==> config.mk <==
export PLATFORM = sky130hd
export DESIGN_NAME = subirq_aggregator
export DESIGN_NICKNAME = d
export VERILOG_FILES = /design/src/rtl/subirq_pkg.sv /design/src/rtl/subirq_rst_sync.sv /design/src/rtl/subirq_status_bank.sv /design/src/rtl/subirq_group_or.sv /design/src/rtl/subirq_lowest_first.sv /design/src/rtl/subirq_aggregator.sv
export SDC_FILE = /design/constraint.sdc
export NUM_CORES = 1
export LEC_CHECK = 0
export BUFFER_PORTS_ARGS = -buffer_cell sky130_fd_sc_hd__buf_2
export CORE_MARGIN = 2
export CORE_UTILIZATION = 40
export CTS_CLUSTER_SIZE = 40
export DETAILED_ROUTE_END_ITERATION = 7
export GPL_TIMING_DRIVEN = 1
export PLACE_DENSITY = 0.75
export SLEW_MARGIN = 10
export SYNTH_ARGS = -nofsm -noshare
export SYNTH_HDL_FRONTEND = slang
export SYNTH_SLANG_ARGS = --single-unit
==> constraint.sdc <==
create_clock -name clk -period 3.51 [get_ports clk]
set_input_delay 0.5265 -clock clk [delete_from_list [all_inputs] [get_ports clk]]
set_output_delay 0.5265 -clock clk [all_outputs]
set_load 0.02 [all_outputs]
==> src/rtl/subirq_pkg.sv <==
package subirq_pkg;
  localparam int unsigned NSRC = 32;
  localparam int unsigned IDXW = $clog2(NSRC);
  localparam int unsigned NGRP = 3;

  // sources that latch on a rising input: 16, 22, 28
  localparam logic [NSRC-1:0] EDGE_SRC = 32'h1041_0000;

  localparam int GRP_LO [NGRP] = '{0, 8, 16};
  localparam int GRP_HI [NGRP] = '{7, 15, 31};

  typedef enum logic {SEL_STAT = 1'b0, SEL_MASK = 1'b1} reg_sel_e;

  function automatic logic [NSRC-1:0] span_mask(input int lo, input int hi);
    logic [NSRC-1:0] m;
    m = '0;
    for (int i = 0; i < NSRC; i++) begin
      if (i >= lo && i <= hi) m[i] = 1'b1;
    end
    return m;
  endfunction
endpackage

==> src/rtl/subirq_rst_sync.sv <==
module subirq_rst_sync (
  input  logic clk,
  input  logic rst_n,
  output logic rst_sync_n
);
  logic [1:0] stage_q;

  always_ff @(posedge clk or negedge rst_n) begin
    if (!rst_n) stage_q <= 2'b00;
    else        stage_q <= {stage_q[0], 1'b1};
  end

  assign rst_sync_n = stage_q[1];
endmodule

==> src/rtl/subirq_status_bank.sv <==
module subirq_status_bank #(
  parameter int unsigned          N       = 32,
  parameter logic [N-1:0]         EDGE_MK = '0
) (
  input  logic         clk,
  input  logic         rst_n,
  input  logic [N-1:0] src_i,
  input  logic         clr_en_i,
  input  logic [N-1:0] clr_data_i,
  output logic [N-1:0] status_o
);
  logic [N-1:0] sync1_q, sync2_q, prev_q;
  logic [N-1:0] latch_q, latch_d;
  logic [N-1:0] rise;
  logic [N-1:0] keep;

  always_comb begin
    rise    = sync2_q & ~prev_q & EDGE_MK;
    keep    = clr_en_i ? clr_data_i : {N{1'b1}};
    // a new edge wins over a clear in the same cycle
    latch_d = ((latch_q & keep) | rise) & EDGE_MK;
  end

  always_ff @(posedge clk or negedge rst_n) begin
    if (!rst_n) begin
      sync1_q <= '0;
      sync2_q <= '0;
      prev_q  <= '0;
      latch_q <= '0;
    end else begin
      sync1_q <= src_i;
      sync2_q <= sync1_q;
      prev_q  <= sync2_q;
      latch_q <= latch_d;
    end
  end

  assign status_o = (sync2_q & ~EDGE_MK) | latch_q;

  // a detected rise shows in the status the next cycle
  a_r3_edge_capture: assert property (@(posedge clk) disable iff (!rst_n)
    (rise != '0) |=> ((status_o & $past(rise)) == $past(rise)));

  // a latched edge bit stays set unless a status clear arrives
  a_r5_edge_hold: assert property (@(posedge clk) disable iff (!rst_n)
    !clr_en_i |=> ((status_o & $past(status_o & EDGE_MK)) == $past(status_o & EDGE_MK)));

  // level bits carry the first synchroniser stage one cycle later
  a_r4_level_follow: assert property (@(posedge clk) disable iff (!rst_n)
    1'b1 |=> ((status_o & ~EDGE_MK) == ($past(sync1_q) & ~EDGE_MK)));
endmodule

==> src/rtl/subirq_group_or.sv <==
module subirq_group_or
  import subirq_pkg::*;
(
  input  logic [NSRC-1:0] pend_i,
  output logic [NGRP-1:0] grp_o
);
  for (genvar g = 0; g < NGRP; g++) begin : g_grp
    localparam logic [NSRC-1:0] SPAN = span_mask(GRP_LO[g], GRP_HI[g]);
    assign grp_o[g] = |(pend_i & SPAN);
  end
endmodule

==> src/rtl/subirq_lowest_first.sv <==
module subirq_lowest_first #(
  parameter int unsigned N = 32,
  localparam int unsigned W = $clog2(N)
) (
  input  logic [N-1:0] vec_i,
  output logic [W-1:0] idx_o,
  output logic         valid_o
);
  always_comb begin
    idx_o = '0;
    for (int i = N - 1; i >= 0; i--) begin
      if (vec_i[i]) idx_o = W'(i);
    end
  end

  assign valid_o = |vec_i;
endmodule

==> src/rtl/subirq_aggregator.sv <==
module subirq_aggregator
  import subirq_pkg::*;
(
  input  logic            clk,
  input  logic            rst_n,
  input  logic [NSRC-1:0] src_i,
  input  logic            addr_i,
  input  logic            wr_en_i,
  input  logic [NSRC-1:0] wr_data_i,
  output logic [NSRC-1:0] rd_data_o,
  output logic [NGRP-1:0] grp_irq_o,
  output logic [IDXW-1:0] pend_idx_o,
  output logic            pend_valid_o
);
  logic            rst_i_n;
  logic [NSRC-1:0] mask_q, mask_d;
  logic            mask_we, stat_we;
  logic [NSRC-1:0] status;
  logic [NSRC-1:0] pend;

  subirq_rst_sync u_rst (.clk(clk), .rst_n(rst_n), .rst_sync_n(rst_i_n));

  assign mask_we = wr_en_i && (reg_sel_e'(addr_i) == SEL_MASK);
  assign stat_we = wr_en_i && (reg_sel_e'(addr_i) == SEL_STAT);

  always_comb begin
    mask_d = mask_q;
    if (mask_we) mask_d = wr_data_i;
  end

  always_ff @(posedge clk or negedge rst_i_n) begin
    if (!rst_i_n) mask_q <= '0;
    else          mask_q <= mask_d;
  end

  subirq_status_bank #(.N(NSRC), .EDGE_MK(EDGE_SRC)) u_bank (
    .clk        (clk),
    .rst_n      (rst_i_n),
    .src_i      (src_i),
    .clr_en_i   (stat_we),
    .clr_data_i (wr_data_i),
    .status_o   (status)
  );

  assign pend = status & mask_q;

  subirq_group_or u_grp (.pend_i(pend), .grp_o(grp_irq_o));

  subirq_lowest_first #(.N(NSRC)) u_prio (
    .vec_i   (pend),
    .idx_o   (pend_idx_o),
    .valid_o (pend_valid_o)
  );

  assign rd_data_o = (reg_sel_e'(addr_i) == SEL_MASK) ? mask_q : status;

  // a mask write lands whole on the next cycle
  a_r9_mask_write: assert property (@(posedge clk) disable iff (!rst_i_n)
    mask_we |=> (mask_q == $past(wr_data_i)));

  // the reported index is pending and nothing below it is
  a_r7_lowest: assert property (@(posedge clk) disable iff (!rst_i_n)
    pend_valid_o |-> (pend[pend_idx_o] &&
      ((pend & ((NSRC'(1) << pend_idx_o) - NSRC'(1))) == '0)));

  // valid agrees with the group lines, index parks at zero otherwise
  a_r8_valid_groups: assert property (@(posedge clk) disable iff (!rst_i_n)
    (pend_valid_o == (grp_irq_o != '0)) && (pend_valid_o || pend_idx_o == '0));
endmodule

==> flow_summary.json, run 1 <==
{
  "status": "complete, no violations",
  "rows": 36,
  "cts_inserted_buffers": 9,
  "yosys_warnings": 0,
  "drive_gt1_frac": 0.497,
  "grt_max_degree": 77,
  "dr.pass1.iters": 4,
  "synth.top_cell.area_share": 0.660,
  "max_slew_margin": 0.384,
  "dieArea_sq_um": 10700,
  "ys_ff_latch": 104,
  "p_sw_frac": 0.297,
  "cts_resized": 0,
  "grt_first_pass_wirelength_mm": 12.9,
  "period_minus_slack_ns": 2.58,
  "grt_use_total": 0.163,
  "syn_avg_cell_area_sq_um": 14.6,
  "intPower_w": 0.00181,
  "cp-end-kind": "primary output",
  "powerDensity_nw_per_um2": 530,
  "cp.required_ns": 2.98,
  "portBuffers": 108,
  "final_cells": 525,
  "rsz0062_at_grt": "no",
  "leakage_nw": 2.23,
  "syn_inst": 271,
  "drc_errors": 0,
  "gp_congestion": 0.847,
  "power.switching_w": 0.000763,
  "die_w_um": 103,
  "yosys-top-cells-area": "dfrtp_1 66%, mux2_2 18%, a22o_1 2.4%, nand2_1 2.1%, a22oi_1 0.95%",
  "fin_nets": 455,
  "p_comb_frac": 0.179,
  "met3_wirelength_um": 445,
  "clock_power_share": 0.279,
  "ir_drop_mv": 0.264,
  "hold_viol_final": 0,
  "clk_pin_slew_ns": 0.11,
  "grt_antenna_before_repair": 0,
  "hpwlAfterDp_mm": 6.24,
  "met1_length_mm": 3.83,
  "worst_slew_pin_slew_ns": 0.924,
  "wl_per_cell_um": 15.9,
  "vias": 2572,
  "fin_crit_sh": 0.735,
  "maxSlewViolCount": 0,
  "cts_sinks": 104,
  "clk_latency_ns": 0.37,
  "cts_max_path_buffers": 2,
  "startpoint_type": "register",
  "h-tree-depth": 3,
  "die_h_um": 103,
  "wl_met2_mm": 3.94,
  "grt_pass1_vias": 2478,
  "critPathMaxFanout": 3,
  "synth_cell_types": 33,
  "ys_seq_area_frac": 0.660,
  "final_cell_mix": "108 x buf_2, 103 x dfrtp_1, 64 x mux2_2",
  "arrival_ns": 2.05,
  "area_growth_pct": 23.0,
  "via_per_inst": 4.90,
  "start_util": 0.407,
  "hp-class": "primary input to register",
  "dp.cells": 508,
  "coreArea_sq_um": 9680,
  "finalClockSkew_ns": 0.0150,
  "cts-root-buf": "clkbuf_8",
  "whs_ns": 0.254,
  "fin_setup_tns_ns": 0,
  "post_cts_buffers": 0,
  "overflow": 0,
  "yosys.area.top_type": "dfrtp_1",
  "routed_wl_mm": 8.33,
  "synth_area_sq_um": 3950,
  "finalSetupViolations": 0,
  "antenna_cells": 0,
  "boundaryPins": 109,
  "drt_iter0_drc": 49,
  "fmax_mhz": 388,
  "critical_path_class": "register to primary output",
  "postRouteAntennaNets": 0,
  "cap_violations": 0,
  "top_layer_used": "met4",
  "seqPwrFrac": 0.543,
  "syn_nets": 339,
  "final_common_cell": "buf_2",
  "cts_tree": "yes",
  "final.fill_count": 869
}
## cell type report
cell class                      instances  area (sq um)  area share
Clock buffer                           10           138      0.0284
Multi-Input combinational cell        156          1290       0.266
Clock inverter                          6          61.3      0.0126
Timing Repair Buffer                  112           573       0.118
Tap cell                              133           166      0.0343
Inverter                                4          15.0     0.00309
Sequential cell                       104          2610       0.537
## timing repair
action / 4_1_cts / 5_1_grt
hold buffers: 1 / 0
setup endpoints to repair: 0 / 0
hold endpoints to repair: 2 / 0
## synthesized netlist by cell type (all sizes together)
cell     count
a2111oi      1
a211oi       1
a21boi       1
a21o         2
a21oi        3
a221oi       2
a222oi       1
a22o        11
a22oi        6
a31oi        3
a32o         3
a32oi        3
and2         1
buf          7
conb         1
dfrtp      104
inv          4
mux2        64
nand2       22
nand2b       1
nand3        4
nand3b       1
nand4        1
nor2         8
nor3         3
nor3b        1
o2111ai      2
o211ai       1
o21ai        8
o22ai        1
## worst paths after layout
path | from | to | slack [ns] | cells after the start
max reg2reg | u_rst.stage_q[1]$_DFF_PN0_ | mask_q[2]$_DFFE_PN0P_ | 2.12 | 1
max | u_bank.sync2_q[26]$_DFF_PN0_ | pend_idx_o[1] | 0.93 | 6
min in group asynchronous | rst_n | u_rst.stage_q[1]$_DFF_PN0_ | 0.46 | 2
max in group asynchronous | u_rst.stage_q[1]$_DFF_PN0_ | mask_q[2]$_DFFE_PN0P_ | 2.12 | 1
min | src_i[15] | u_bank.sync1_q[15]$_DFF_PN0_ | 0.25 | 1
min reg2reg | u_bank.sync1_q[10]$_DFF_PN0_ | u_bank.sync2_q[10]$_DFF_PN0_ | 0.35 | 0
## through the flow
step | setup WS (ns) | cell area (sq um) | total power [W] | utilization
detailed placement | 1.24 | 4640 | 0.00188 | 0.479
floorplan | 0.398 | 3950 | 0.00170 | -
finish | 0.930 | 4850 | 0.00257 | 0.501
global route | 0.775 | 4850 | 0.00272 | 0.501
CTS | 0.897 | 4850 | 0.00261 | 0.501
global placement | 1.27 | 4640 | 0.00187 | 0.479
## per-layer routing
metal,global-route usage,up-vias
met3,0.0336,11
met2,0.249,74
met5,0,-
met1,0.234,1273
met4,0.0516,0
li1,-,1214
## power groups by stage
stage                     clock, W  combinational [W]  sequential, W
final                     0.000716           0.000459        0.00140
after floorplan                  0           0.000311        0.00139
after detailed placement         0           0.000461        0.00142
after global routing      0.000800           0.000503        0.00141
after CTS                 0.000744           0.000466        0.00140
after global placement           0           0.000455        0.00141
## worst max-delay path, cell delays in order (launching register included)
cell and delay [ns]:
dfrtp_1 0.42, a22oi_2 0.24, o21ai_1 0.14, a21o_1 0.22
a2111oi_2 0.39, o22ai_1 0.12, buf_2 0.17
## logic make-up after synthesis
group / share of synthesized area
compound gates: 0.0980
buf+inv: 0.0127
flops: 0.660
mux: 0.183
other cells: 0.000951
simple gates: 0.0460
## sequential cells by signal, summed over array words and instances, names as in the netlist
register and count:
u_rst.stage_q 2, u_bank.sync1_q 32, u_bank.sync2_q 32, u_bank.latch_q 3
mask_q 32, u_bank.prev_q 3
(Power assumes the default switching activity.)
==> run 2, diff against run 1 <==
- clock period: 3.51 -> 2.5 ns (I/O delays scaled with it)
==> run 2 against run 1 <==
  * Clock skew is 0.0041 ns lower
  * Core utilization is 0.13 points higher
  * Final cell count did not move
  * Register-to-register slack lost 0.70 ns
  * Via count up 0.19%
  * Clock power rose by 34%
  * Count of clock-buffer cells in the layout decreased by 1
  * Sequential power rose by 40%
==> flow_summary.json, run 2 (synthesis gave the netlist of run 1 again) <==
{
  "cts_max_path_buffers": 2,
  "die_w_um": 103,
  "ir_drop_mv": 0.408,
  "fin_crit_sh": 0.938,
  "drt_iter0_drc": 90,
  "biggestRegsByFlops": "mask_q: 32 flops, u_bank.sync1_q: 32 flops, u_bank.sync2_q: 32 flops",
  "r2r_slack_ns": 1.42,
  "critPathTopFamily": "compound AO/OA/AOI/OAI gates",
  "dr.pass1.iters": 4,
  "p_total_w": 0.00357,
  "grt_first_pass_wirelength_mm": 13.1,
  "power.switching_w": 0.00106,
  "cap_violations": 0,
  "hp-class": "primary input to register",
  "via_per_inst": 4.91,
  "fin_setup_tns_ns": 0,
  "critPathBufInv": 1,
  "crit_slowest_cell": "dfrtp_1",
  "p_sw_frac": 0.297,
  "grt_max_degree": 56,
  "cp-end-kind": "primary output",
  "drive_gt1_frac": 0.500,
  "r2r-end": "u_bank.sync1_q[29]$_DFF_PN0_",
  "hold_viol_final": 0,
  "max_slew_margin": 0.469,
  "portBuffers": 108,
  "period_minus_slack_ns": 2.34,
  "rr_worst_depth": 1,
  "antenna_cells": 0,
  "cts_inserted_buffers": 9,
  "grt_pass1_vias": 2536,
  "h-tree-depth": 3,
  "intPower_w": 0.00251,
  "finalSetupViolations": 0,
  "fmax_mhz": 426,
  "dieArea_sq_um": 10700,
  "rows": 36,
  "coreArea_sq_um": 9680,
  "finalClockSkew_ns": 0.0109,
  "boundaryPins": 109,
  "final_core_util": 0.502,
  "worst_slew_pin_slew_ns": 0.796,
  "wl_per_cell_um": 16.2,
  "p_comb_frac": 0.183,
  "whs_path_depth": 1,
  "gp_congestion": 0.798,
  "final_common_cell": "buf_2",
  "startpoint_type": "register",
  "rsz0062_at_grt": "no",
  "clk_pin_slew_ns": 0.10,
  "postRouteAntennaNets": 0,
  "start_util": 0.407,
  "drc_errors": 0,
  "vias": 2577,
  "cts_sinks": 104,
  "hold_end": "u_bank.sync1_q[8]$_DFF_PN0_",
  "fin_nets": 455,
  "cts-root-buf": "clkbuf_8",
  "area_growth_pct": 23.3,
  "grt_use_total": 0.164,
  "leakage_nw": 2.23,
  "grt_antenna_before_repair": 0,
  "status": "complete, no violations",
  "routed_wl_mm": 8.52,
  "clock_power_share": 0.268,
  "worstPathCellList": "a22oi_2 -> o21ai_1 -> a21o_1 -> a2111oi_2 -> o22ai_1 -> buf_2",
  "critical_path_class": "register to primary output",
  "final_cell_mix": "108 x buf_2, 103 x dfrtp_1, 64 x mux2_2",
  "powerDensity_nw_per_um2": 733,
  "maxSlewViolCount": 0,
  "arrival_ns": 1.97,
  "cp.required_ns": 2.12,
  "overflow": 0,
  "critPathMaxStageDelay_ns": 0.45,
  "die_h_um": 103,
  "critPathMaxFanout": 4,
  "hpwlAfterDp_mm": 6.38,
  "cts_tree": "yes",
  "clk_latency_ns": 0.35,
  "seqPwrFrac": 0.549,
  "worstHoldStart": "src_i[8]",
  "reg2reg_from": "u_rst.stage_q[1]$_DFF_PN0_"
}
## run 2: cell count changes in the layout (fill, tap and decap cells not counted), sizes merged
cell / delta
clkbuf: -1
inv: +1
## run 2: power by group through the flow
stage          combinational, W  sequential, W  clock, W
3_3_place_gp           0.000644        0.00198         0
5_1_grt                0.000709        0.00199   0.00106
3_5_place_dp           0.000650        0.00199         0
2_1_floorplan          0.000437        0.00196         0
4_1_cts                0.000656        0.00196  0.000998
6_report               0.000652        0.00196  0.000956
## run 2: metal layers
layer / vias to the layer above / track usage / wire length [um]
met5: - / 0 / 0
met4: 0 / 0.0395 / 63
met3: 6 / 0.0403 / 383
met2: 77 / 0.262 / 4180
met1: 1275 / 0.227 / 3890
li1: 1219 / - / -
## run 2: stage by stage
| stage | setup slack (ns) | hold WS [ns] | instances | instance area, sq um |
|---|---|---|---|---|
| CTS | 0.104 | 0.0926 | 525 | 4850 |
| detailed placement | 0.521 | 0.164 | 508 | 4660 |
| global route | 0.0238 | 0.0861 | 525 | 4860 |
| finish | 0.155 | 0.116 | 525 | 4860 |
| global placement | 0.520 | 0.159 | 508 | 4660 |
| floorplan | 0.524 | 0.0794 | 271 | 3950 |
## run 2: what timing repair did
action	4_1_cts	5_1_grt
setup endpoints to repair	0	3
resized for setup	0	2
setup buffers	0	0
hold buffers	1	0
endpoints found under the hold margin	2	0
## run 2: cell type report
type | instances | area, sq um
Multi-Input combinational cell | 156 | 1310
Sequential cell | 104 | 2610
Inverter | 4 | 15.0
Fill cell | 861 | 4820
Timing Repair Buffer | 112 | 586
Tap cell | 133 | 166
Clock inverter | 7 | 58.8
Clock buffer | 9 | 124
## run 2: worst max path at each step
stage / startpoint / to / slack, ns / depth (start not counted)
3_5_place_dp: u_bank.sync2_q[27]$_DFF_PN0_ / pend_idx_o[1] / 0.52 / 6
2_1_floorplan: u_bank.sync2_q[14]$_DFF_PN0_ / pend_idx_o[4] / 0.52 / 4
4_1_cts: u_bank.sync2_q[27]$_DFF_PN0_ / pend_idx_o[1] / 0.10 / 6
3_3_place_gp: u_bank.sync2_q[14]$_DFF_PN0_ / pend_idx_o[3] / 0.52 / 6
6_report: u_bank.sync2_q[27]$_DFF_PN0_ / pend_idx_o[1] / 0.16 / 6
5_1_grt: u_bank.sync2_q[27]$_DFF_PN0_ / pend_idx_o[1] / 0.02 / 6
==> run 3, diff against run 2 <==
- CTS_CLUSTER_DIAMETER: not set -> 50
- HOLD_SLACK_MARGIN: not set -> 0.06
- clock period: 2.5 -> 3 ns (I/O delays scaled with it)
==> run 3 against run 2 <==
  * Hold slack gained 0.056 ns
  * Clock skew grew 0.0059 ns
  * Register-to-register slack gained 0.29 ns
  * Via count grew 0.58%
  * Wire length grew 1.3%
  * Final cell count grew 0.19%
  * Critical path depth is the same
  * Sequential share of layout area is essentially flat
  * Setup slack gained 0.36 ns
  * Global-route usage grew 0.49 points
  * Combinational power shrank 18%
  * Non-clock buffer count grew 1
  * Critical path type unchanged
  * Critical endpoint unchanged
  * Largest cell class unchanged
==> flow_summary.json, run 3 (synthesis gave the netlist of run 1 again) <==
{
  "cts_resized": 0,
  "rr_worst_depth": 1,
  "routed_wl_mm": 8.64,
  "coreArea_sq_um": 9680,
  "grt_antenna_before_repair": 0,
  "dr.pass1.iters": 4,
  "ir_drop_mv": 0.285,
  "grt_pass1_vias": 2603,
  "wl_per_cell_um": 16.4,
  "fin_crit_sh": 0.827,
  "drt_iter0_drc": 111,
  "overflow": 0,
  "via_per_inst": 4.93,
  "p_total_w": 0.00304,
  "final_common_cell": "buf_2",
  "hpwlAfterDp_mm": 6.47,
  "cts_tree": "yes",
  "arrival_ns": 2.03,
  "finalClockSkew_ns": 0.0168,
  "grt_max_degree": 84,
  "critPathMaxFanout": 3,
  "cts_inserted_buffers": 9,
  "die_w_um": 103,
  "vias": 2592,
  "die_h_um": 103,
  "final_cell_mix": "108 x buf_2, 103 x dfrtp_1, 64 x mux2_2",
  "worst_slew_pin_slew_ns": 1.02,
  "biggestRegsByFlops": "mask_q: 32 flops, u_bank.sync1_q: 32 flops, u_bank.sync2_q: 32 flops",
  "antenna_cells": 0,
  "drc_errors": 0,
  "fin_nets": 456,
  "hp-class": "primary input to register",
  "h-tree-depth": 3,
  "rsz0062_at_grt": "no",
  "leakage_nw": 2.24,
  "clk_latency_ns": 0.37,
  "postRouteAntennaNets": 0,
  "dieArea_sq_um": 10700,
  "gp_congestion": 0.786,
  "portBuffers": 108,
  "cp.required_ns": 2.55,
  "max_slew_margin": 0.321,
  "powerDensity_nw_per_um2": 624,
  "period_minus_slack_ns": 2.48,
  "fmax_mhz": 403,
  "finalSetupViolations": 0,
  "cp-end-kind": "primary output",
  "rows": 36,
  "whs_path_depth": 1,
  "boundaryPins": 109,
  "cts-root-buf": "clkbuf_8",
  "grt_use_total": 0.169,
  "cts_sinks": 104,
  "clk_pin_slew_ns": 0.12,
  "cap_violations": 0,
  "area_growth_pct": 23.3,
  "fin_setup_tns_ns": 0,
  "critical_path_class": "register to primary output",
  "startpoint_type": "register",
  "drive_gt1_frac": 0.499,
  "hold_viol_final": 0,
  "cts_max_path_buffers": 2,
  "grt_first_pass_wirelength_mm": 13.3,
  "maxSlewViolCount": 0,
  "status": "complete, no violations",
  "start_util": 0.407
}
==> run 3: power by group <==
group,total [W],internal (W),switching [W],leakage [nW]
combinational,0.000535,0.000255,0.000280,0.923
sequential,0.00164,0.00152,0.000122,1.21
clock,0.000865,0.000337,0.000529,0.104
total,0.00304,0.00211,0.000931,2.24
==> run 3: worst paths after layout <==
check / to / startpoint / slack (ns)
setup / recovery: pend_idx_o[1] / u_bank.sync2_q[26]$_DFF_PN0_ / 0.52
min in group asynchronous: u_rst.stage_q[1]$_DFF_PN0_ / rst_n / 0.39
max in group asynchronous: mask_q[29]$_DFFE_PN0P_ / u_rst.stage_q[1]$_DFF_PN0_ / 1.71
hold reg to reg: u_bank.sync2_q[9]$_DFF_PN0_ / u_bank.sync1_q[9]$_DFF_PN0_ / 0.35
hold / removal: u_bank.sync1_q[8]$_DFF_PN0_ / src_i[8] / 0.17
setup reg to reg: mask_q[29]$_DFFE_PN0P_ / u_rst.stage_q[1]$_DFF_PN0_ / 1.71
==> run 3: layout make-up <==
type / instances / area, sq um
timing repair buffer: 113 / 581
tap: 133 / 166
sequential: 104 / 2610
clock inverter: 7 / 81.3
inverter: 4 / 15.0
fill: 879 / 4820
clock buffer: 9 / 124
multi-input combinational: 156 / 1290
==> run 3: routing by layer <==
metal / global-route usage / share of wire / wire, um / vias up
li1: - / - / - / 1223
met4: 0.0577 / 0.015 / 127 / 0
met3: 0.0282 / 0.039 / 338 / 10
met2: 0.267 / 0.48 / 4120 / 75
met5: 0 / 0 / 0 / -
met1: 0.237 / 0.47 / 4050 / 1284
==> run 3: through the flow <==
stage	hold WS [ns]	instances	setup WS (ns)	utilization	area, sq um
detailed placement	0.237	509	0.854	0.480	4650
finish	0.172	526	0.519	0.502	4870
floorplan	0.154	271	0.949	-	3950
CTS	0.150	526	0.459	0.502	4870
global placement	0.235	509	0.904	0.480	4650
global route	0.142	526	0.344	0.502	4870
==> run 3: worst max-delay path: stages (launching register included) <==
cell and delay, ns:
dfrtp_1 0.42, a22oi_2 0.25, o21ai_1 0.13, a21o_1 0.21, a2111oi_2 0.38, o22ai_1 0.12
buf_2 0.17
==> run 3: repair_timing <==
| action | CTS | global route |
|---|---|---|
| buffers inserted | 0 | 0 |
| hold buffers | 1 | 0 |
| hold endpoints to repair | 2 | 0 |
